File: src/rtl/sv_sup_pkg.sv
package sv_sup_pkg;
  typedef enum logic {
    ST_RUN  = 1'b0,
    ST_HOLD = 1'b1
  } hold_state_e;
endpackage

File: src/rtl/sv_sup_sync.sv
module sv_sup_sync #(
  parameter int unsigned STAGES = 2,
  parameter logic        RST_VAL = 1'b0
) (
  input  logic clk_i,
  input  logic rst_ni,
  input  logic d_i,
  output logic q_o
);
  logic [STAGES-1:0] sr_q;

  for (genvar i = 0; i < STAGES; i++) begin : g_stage
    if (i == 0) begin : g_first
      always_ff @(posedge clk_i or negedge rst_ni) begin
        if (!rst_ni) sr_q[0] <= RST_VAL;
        else         sr_q[0] <= d_i;
      end
    end else begin : g_next
      always_ff @(posedge clk_i or negedge rst_ni) begin
        if (!rst_ni) sr_q[i] <= RST_VAL;
        else         sr_q[i] <= sr_q[i-1];
      end
    end
  end

  assign q_o = sr_q[STAGES-1];
endmodule

File: src/rtl/sv_sup_edge.sv
module sv_sup_edge (
  input  logic clk_i,
  input  logic rst_ni,
  input  logic d_i,
  output logic rise_o
);
  logic prev_q;

  always_ff @(posedge clk_i or negedge rst_ni) begin
    if (!rst_ni) prev_q <= 1'b0;
    else         prev_q <= d_i;
  end

  assign rise_o = d_i & ~prev_q;
endmodule

File: src/rtl/sv_sup_hold.sv
module sv_sup_hold
  import sv_sup_pkg::*;
#(
  parameter int unsigned HOLD_CYCLES = 15000
) (
  input  logic clk_i,
  input  logic rst_ni,
  input  logic trip_i,
  input  logic fire_i,
  output logic reset_o
);
  localparam int unsigned CW = (HOLD_CYCLES > 2) ? $clog2(HOLD_CYCLES) : 1;
  localparam logic [CW-1:0] LAST = CW'(HOLD_CYCLES - 1);

  hold_state_e    state_q, state_d;
  logic [CW-1:0]  cnt_q, cnt_d;

  always_comb begin
    state_d = state_q;
    cnt_d   = cnt_q;
    if (trip_i || fire_i) begin
      // any cause restarts the full settle time
      state_d = ST_HOLD;
      cnt_d   = '0;
    end else if (state_q == ST_HOLD) begin
      if (cnt_q == LAST) begin
        state_d = ST_RUN;
        cnt_d   = '0;
      end else begin
        cnt_d = cnt_q + 1'b1;
      end
    end
  end

  always_ff @(posedge clk_i or negedge rst_ni) begin
    if (!rst_ni) begin
      state_q <= ST_HOLD;
      cnt_q   <= '0;
    end else begin
      state_q <= state_d;
      cnt_q   <= cnt_d;
    end
  end

  assign reset_o = (state_q == ST_HOLD);
endmodule

File: src/rtl/sv_sup_wdt.sv
module sv_sup_wdt #(
  parameter int unsigned WDT_CYCLES = 15000
) (
  input  logic clk_i,
  input  logic rst_ni,
  input  logic en_i,
  input  logic halt_i,
  input  logic kick_i,
  output logic fire_o
);
  localparam int unsigned CW = (WDT_CYCLES > 2) ? $clog2(WDT_CYCLES) : 1;
  localparam logic [CW-1:0] LAST = CW'(WDT_CYCLES - 1);

  logic [CW-1:0] cnt_q;
  logic          run;

  assign run    = en_i & ~halt_i;
  assign fire_o = run & ~kick_i & (cnt_q == LAST);

  always_ff @(posedge clk_i or negedge rst_ni) begin
    if (!rst_ni)                       cnt_q <= '0;
    else if (!run || kick_i || fire_o) cnt_q <= '0;
    else                               cnt_q <= cnt_q + 1'b1;
  end
endmodule

File: src/rtl/sv_supervisor.sv
module sv_supervisor #(
  parameter int unsigned HOLD_CYCLES = 15000,
  parameter int unsigned WDT_CYCLES  = 15000,
  parameter int unsigned SYNC_STAGES = 2
) (
  input  logic clk_i,
  input  logic rst_ni,
  input  logic vmain_low_i,
  input  logic vsec_low_i,
  input  logic wdt_en_i,
  input  logic wdt_kick_i,
  output logic reset_o,
  output logic sec_fail_o
);
  logic main_low_s;
  logic kick_s;
  logic kick_rise;
  logic wd_fire;
  logic rst_hold;

  sv_sup_sync #(.STAGES(SYNC_STAGES), .RST_VAL(1'b0)) u_sync_main (
    .clk_i(clk_i), .rst_ni(rst_ni), .d_i(vmain_low_i), .q_o(main_low_s)
  );

  sv_sup_sync #(.STAGES(SYNC_STAGES), .RST_VAL(1'b0)) u_sync_sec (
    .clk_i(clk_i), .rst_ni(rst_ni), .d_i(vsec_low_i), .q_o(sec_fail_o)
  );

  sv_sup_sync #(.STAGES(SYNC_STAGES), .RST_VAL(1'b0)) u_sync_kick (
    .clk_i(clk_i), .rst_ni(rst_ni), .d_i(wdt_kick_i), .q_o(kick_s)
  );

  sv_sup_edge u_kick_edge (
    .clk_i(clk_i), .rst_ni(rst_ni), .d_i(kick_s), .rise_o(kick_rise)
  );

  sv_sup_wdt #(.WDT_CYCLES(WDT_CYCLES)) u_wdt (
    .clk_i(clk_i), .rst_ni(rst_ni), .en_i(wdt_en_i), .halt_i(rst_hold),
    .kick_i(kick_rise), .fire_o(wd_fire)
  );

  sv_sup_hold #(.HOLD_CYCLES(HOLD_CYCLES)) u_hold (
    .clk_i(clk_i), .rst_ni(rst_ni), .trip_i(main_low_s), .fire_i(wd_fire),
    .reset_o(rst_hold)
  );

  assign reset_o = rst_hold;
endmodule

File: config.mk
export PLATFORM = sky130hd
export DESIGN_NAME = sv_supervisor
export DESIGN_NICKNAME = d
export VERILOG_FILES = /design/src/rtl/sv_sup_pkg.sv /design/src/rtl/sv_sup_sync.sv /design/src/rtl/sv_sup_edge.sv /design/src/rtl/sv_sup_hold.sv /design/src/rtl/sv_sup_wdt.sv /design/src/rtl/sv_supervisor.sv
export SDC_FILE = /design/constraint.sdc
export NUM_CORES = 1
export LEC_CHECK = 0
export ABC_AREA = 1
export CORE_MARGIN = 10
export CORE_UTILIZATION = 45
export CTS_BUF_LIST = sky130_fd_sc_hd__clkbuf_2
export DETAILED_ROUTE_END_ITERATION = 10
export GPL_TIMING_DRIVEN = 0
export SYNTH_ARGS = -nofsm -noshare
export SYNTH_HDL_FRONTEND = slang
export SYNTH_SLANG_ARGS = --single-unit
File: constraint.sdc
create_clock -name clk_i -period 1.6 [get_ports clk_i]
set_clock_uncertainty 0.15 [all_clocks]
set_input_delay 0.4 -clock clk_i [delete_from_list [all_inputs] [get_ports clk_i]]
set_output_delay 0.4 -clock clk_i [all_outputs]
set_load 0.05 [all_outputs]
**After elaboration in Yosys (flattened, before gate mapping)**

Cells that the tools add are included.

- Output and inout bits: 2
- Word-level logic and storage cells: 33
- Bits in registers: 36

- Bitwise gates (word level): 7
- Add/subtract/negate cells: 2
- Reduce and logical (&&, ||, !) cells: 5
- Eq/ne operators: 2
- Mux-type cells: 7

Operator list:

| cell | number |
|---|---|
| $mux W14 | 4 |
| $add A14 B1 Y14 const B | 2 |
| $eq A14 B14 Y1 const B | 2 |
| $and A1 B1 Y1 | 4 |
| $logic_or A1 B1 Y1 | 3 |
| $mux W1 | 3 |
| $not A1 Y1 | 3 |
| $reduce_bool A2 Y1 | 1 |
| $logic_not A1 Y1 | 1 |

**Depth between registers and ports, before layout**

- Depth after elaboration: 7
- Gate-level depth with buffers: 10
- Gate-level depth less buffers: 9

**Cells and area by module**

From an unflattened synthesis, not the netlist that was laid out.

- Cells, all modules: 250
- Area total of the unflattened synthesis: 1,978.1 um^2

By module, submodules not included:

| module | cells each | instances | area an instance (um^2) |
|---|---|---|---|
| sv_sup_hold | 128 | 1 | 965.9 |
| sv_sup_wdt | 113 | 1 | 827.0 |
| sv_sup_sync | 2 | 3 | 50.0 |
| sv_sup_edge | 3 | 1 | 35.0 |

**Worst setup path after synthesis**

OpenSTA, ideal clock, no wires.

- Path type: reg2reg
- From: register u_hold.state_q (netlist: u_hold.reset_o)
- To: register u_hold.cnt_q[11]
- Arrival: 1.411 ns
- Library setup time: 0.066 ns
- Stages on the path, launching flop included: 10
- Slack: -0.027 ns
- Buffers on the path: 1
- Cells stage by stage: dfstp_2 inv_2 nand2_2 a21oi_4 nand3_4 nand2_4 nor2_4 buf_6 nand2_1 nand2_1

- Cells in the longest elaborated chain, start to end: 6
- Elaborated cells between the ends (all ways): 7
- Classes of those cells: mux (1); bitwise (4); reduce/logical (2)

RTL lines:

| what | RTL line | text |
|---|---|---|
| start, declared | sv_sup_hold.sv:15 | `hold_state_e state_q, state_d;` |
| start signal, assigned | sv_sup_hold.sv:40 | `state_q <= state_d;` |
| $not A1 Y1 | sv_sup_wdt.sv:17 | `assign run = en_i & ~halt_i;` |
| $and A1 B1 Y1 | sv_sup_wdt.sv:17 |  |
| $and A1 B1 Y1 (2 in series) | sv_sup_wdt.sv:18 | `assign fire_o = run & ~kick_i & (cnt_q == LAST);` |
| $logic_or A1 B1 Y1 | sv_sup_hold.sv:21 | `if (trip_i \|\| fire_i) begin` |
| $mux W14 / $reduce_bool A2 Y1 (equally long branches) | - |  |
| end signal, assigned | sv_sup_hold.sv:41 | `cnt_q <= cnt_d;` |
| end, declared | sv_sup_hold.sv:16 | `logic [CW-1:0] cnt_q, cnt_d;` |

Parallel ways exist; a longest one is shown, timed or not.
A chain may end at the register's enable or synchronous reset.

**Worst setup path in the final report**

- From: register u_hold.state_q (netlist: u_hold.reset_o)
- To: output port reset_o

RTL lines:

| what | RTL line | text |
|---|---|---|
| end, declared | sv_supervisor.sv:12 | `output logic reset_o,` |

No word-level cell between the ends.

==> out/summary.txt <==
Clock Latency Late Sink = 0.39 ns
Distinct cells, synth = 29
largest net degree at the start of global routing = 37
Syn Area/Cell = 8.14 µm²
vias in the first global route = 1562
clock root buffer = clkbuf_2
Syn Inst Count = 235
Worst path top cell family by delay = flip-flops
Post-Place Cell Area = 2040 µm²
largest area contributor in the netlist = dfrtp_1
peak fanout along the critical path = 2
Starting Density = 47.1%
Total GRT Usage = 12.2%
Worst Setup End Kind = output port
TritonCTS clock tree = yes
Register Area = 906 µm²
maximum vdd ir drop = 382 µV
P per Cell Area = 674 nW/µm²
CTS clock-pin slew for the worst setup and hold paths = 0.19 ns
row cnt = 23
syn nets = 244
top cell types by occurrence after synthesis = nand2_1 (69), dfrtp_1 (35), nor2_1 (28)
area share of the largest cell type after synthesis = 45.8%
critical path launch point type = register
final cycle utilization of the critical path = 109%
final setup vio count = 21
Vias/cell = 5.18
first-pass GRT wire length = 7390 µm
Buf/Inv on CP = 1
most common cell in the netlist = nand2_1
Die X = 85.2 µm
top_reg_cell synth = dfrtp_1
final antenna-violating net count = 0
initial antenna violation count = 0
GR Overflow Total = 0
post-layout worst setup margin = -0.145 ns
drt total wl = 4200 µm
placed cells = 292
die height = 85.2 µm
RSZ-0062 raised after global routing = true
Num CTS Buffers = 5
Port Buffers = 7
total die area = 7260 µm²
Worst EP arrival = 1.20 ns
GP Congestion = 0.845
area of the multi-input gates = 988 µm²
failing checks = setup timing
critical path, cell by cell = buf_8
non-filler cells, final = 317
Max Fclk = 573 MHz
Netlist Area Pre-Place = 1910 µm²
Iter 0 DRT Violations = 163
number of flops mapped to enable cells by yosys = 0
Hold WC Path Type = reg -> reg
vias post-DR = 1642
Clock Sinks = 36
Slowest cell on crit path = dfstp_4
wire length per cell = 13.2 µm
Hold Vio Cnt, Final = 0
CP max stage delay = 0.67 ns
Max Cap Violations = 0
# DRC = 0
Leakage = 1.11 nW
fin crit period = 1.75 ns
worst slew pin tran = 0.803 ns
drt pass-1 iters = 4
design area = 2400 µm²
final hold slack = 0.222 ns
dpl hpwl = 2700 µm
Setup Crit Path Kind = reg -> out
pre-CTS WS = -0.401 ns
Ys Warns = 0
Synth async-reset ratio = 100%
flops & latches, synth = 36
H-tree levels = 2
Synth-to-Final Area Change = 25.3%
worst rel slew slack = 46.5%
io pins = 8
critical path required time = 1.05 ns
Max Slew Vio Count = 0
maximum clock path buffer count = 2
Layout Nets = 275
Core Footprint = 4060 µm²
Fillers = 345
run status = finished, violations left
antenna cells = 0
share of layout cells above drive strength 1 = 22.8%
sequential share of the synthesized area = 47.2%
top post-synthesis cells by area = dfrtp_1 (46%), nand2_1 (14%), nor2_1 (5.5%)
==> flip-flops by register name, summed over array words and instances (netlist names) <==
name / flops
u_sync_main.q_o: 1
u_wdt.cnt_q: 14
u_hold.cnt_q: 14
u_kick_edge.prev_q: 1
u_sync_main.sr_q: 1
u_sync_sec.sr_q: 1
u_sync_sec.q_o: 1
u_sync_kick.sr_q: 1
u_hold.reset_o: 1
u_sync_kick.q_o: 1
==> layer usage <==
layer / vias up / wire length, µm / GRT usage, % / part of all wire, %
li1: 819 / - / - / -
met1: 777 / 2160 / 17.2 / 51
met2: 35 / 1770 / 16.9 / 42
met3: 11 / 178 / 3.92 / 4.2
met4: 0 / 89 / 4.19 / 2.1
met5: - / 0 / 0 / 0
==> final cells by class <==
type / count / share of cell area [%]
Tap cell: 50 / 2.61
Multi-Input combinational cell: 171 / 41.3
Inverter: 23 / 3.71
Timing Repair Buffer: 24 / 9.92
Clock inverter: 3 / 1.78
Buffer: 5 / 1.88
Clock buffer: 5 / 1.04
Sequential cell: 36 / 37.8
==> cell usage in the layout, fill, tap and decap left out, drive strengths merged <==
cell / Yosys / layout
nand3b: 1 / 1
dfrtp: 35 / 35
dfstp: 1 / 1
or2: 1 / 1
buf: 3 / 21
nand4: 16 / 16
nand2: 71 / 71
nor2: 32 / 32
clkinv: 0 / 1
nand3: 15 / 15
bufinv: 0 / 1
a21oi: 5 / 5
nor3b: 2 / 2
clkinvlp: 0 / 1
ha: 3 / 3
inv: 23 / 23
xor2: 11 / 11
xnor2: 2 / 2
dlygate4sd3: 0 / 1
a31oi: 1 / 1
clkbuf: 2 / 8
clkdlybuf4s50: 0 / 4
nor3: 11 / 11
==> what timing repair did <==
item | in CTS | in global routing
hold buffers | 1 | 0
endpoints found under the hold margin | 35 | 0
pin swaps | 2 | 3
gates cloned | 2 | 1
setup endpoints to repair | 15 | 28
resized for setup | 24 | 29
setup buffers | 4 | 9
==> kinds of logic (layout without fill, tap and decap cells) <==
kind of cell / count (synthesis) / count (layout) / share of synthesized area [%]
compound gates: 6 / 6 / 2.23
xor+xnor: 13 / 13 / 5.96
fa+ha+maj: 3 / 3 / 1.96
buf+inv: 28 / 60 / 6.15
flops: 36 / 36 / 47.2
simple gates: 149 / 149 / 36.5
==> where the power goes <==
part	leakage (nW)	switching [W]	internal [W]
sequential	0.481	0.00000938	0.000926
combinational	0.587	0.0000558	0.0000376
clock	0.0390	0.000326	0.000261
total	1.11	0.000391	0.00122
==> final timing paths <==
path	end	start	cells past startpoint	slack, ns
max in group asynchronous	u_sync_sec.q_o	rst_ni	2	0.34
min reg2reg	u_sync_kick.q_o	u_sync_kick.sr_q[0]	0	0.22
min in group asynchronous	u_hold.cnt_q[12]	rst_ni	2	0.45
min	u_sync_kick.q_o	u_sync_kick.sr_q[0]	0	0.22
max reg2reg	u_hold.cnt_q[10]	u_hold.reset_o	10	-0.13
max	reset_o	u_hold.reset_o	1	-0.15
==> per-stage QoR <==
stage / setup TNS [ns] / utilization [%] / power, W
2_1_floorplan: 0 / - / 0.000985
3_3_place_gp: -39.96 / 50.5 / 0.00103
3_5_place_dp: -7.22 / 50.4 / 0.00103
4_1_cts: -2.07 / 54.1 / 0.00162
5_1_grt: -3.51 / 59.1 / 0.00169
6_report: -1.73 / 59.1 / 0.00162
Note: power is estimated with default switching activity, not from simulation.
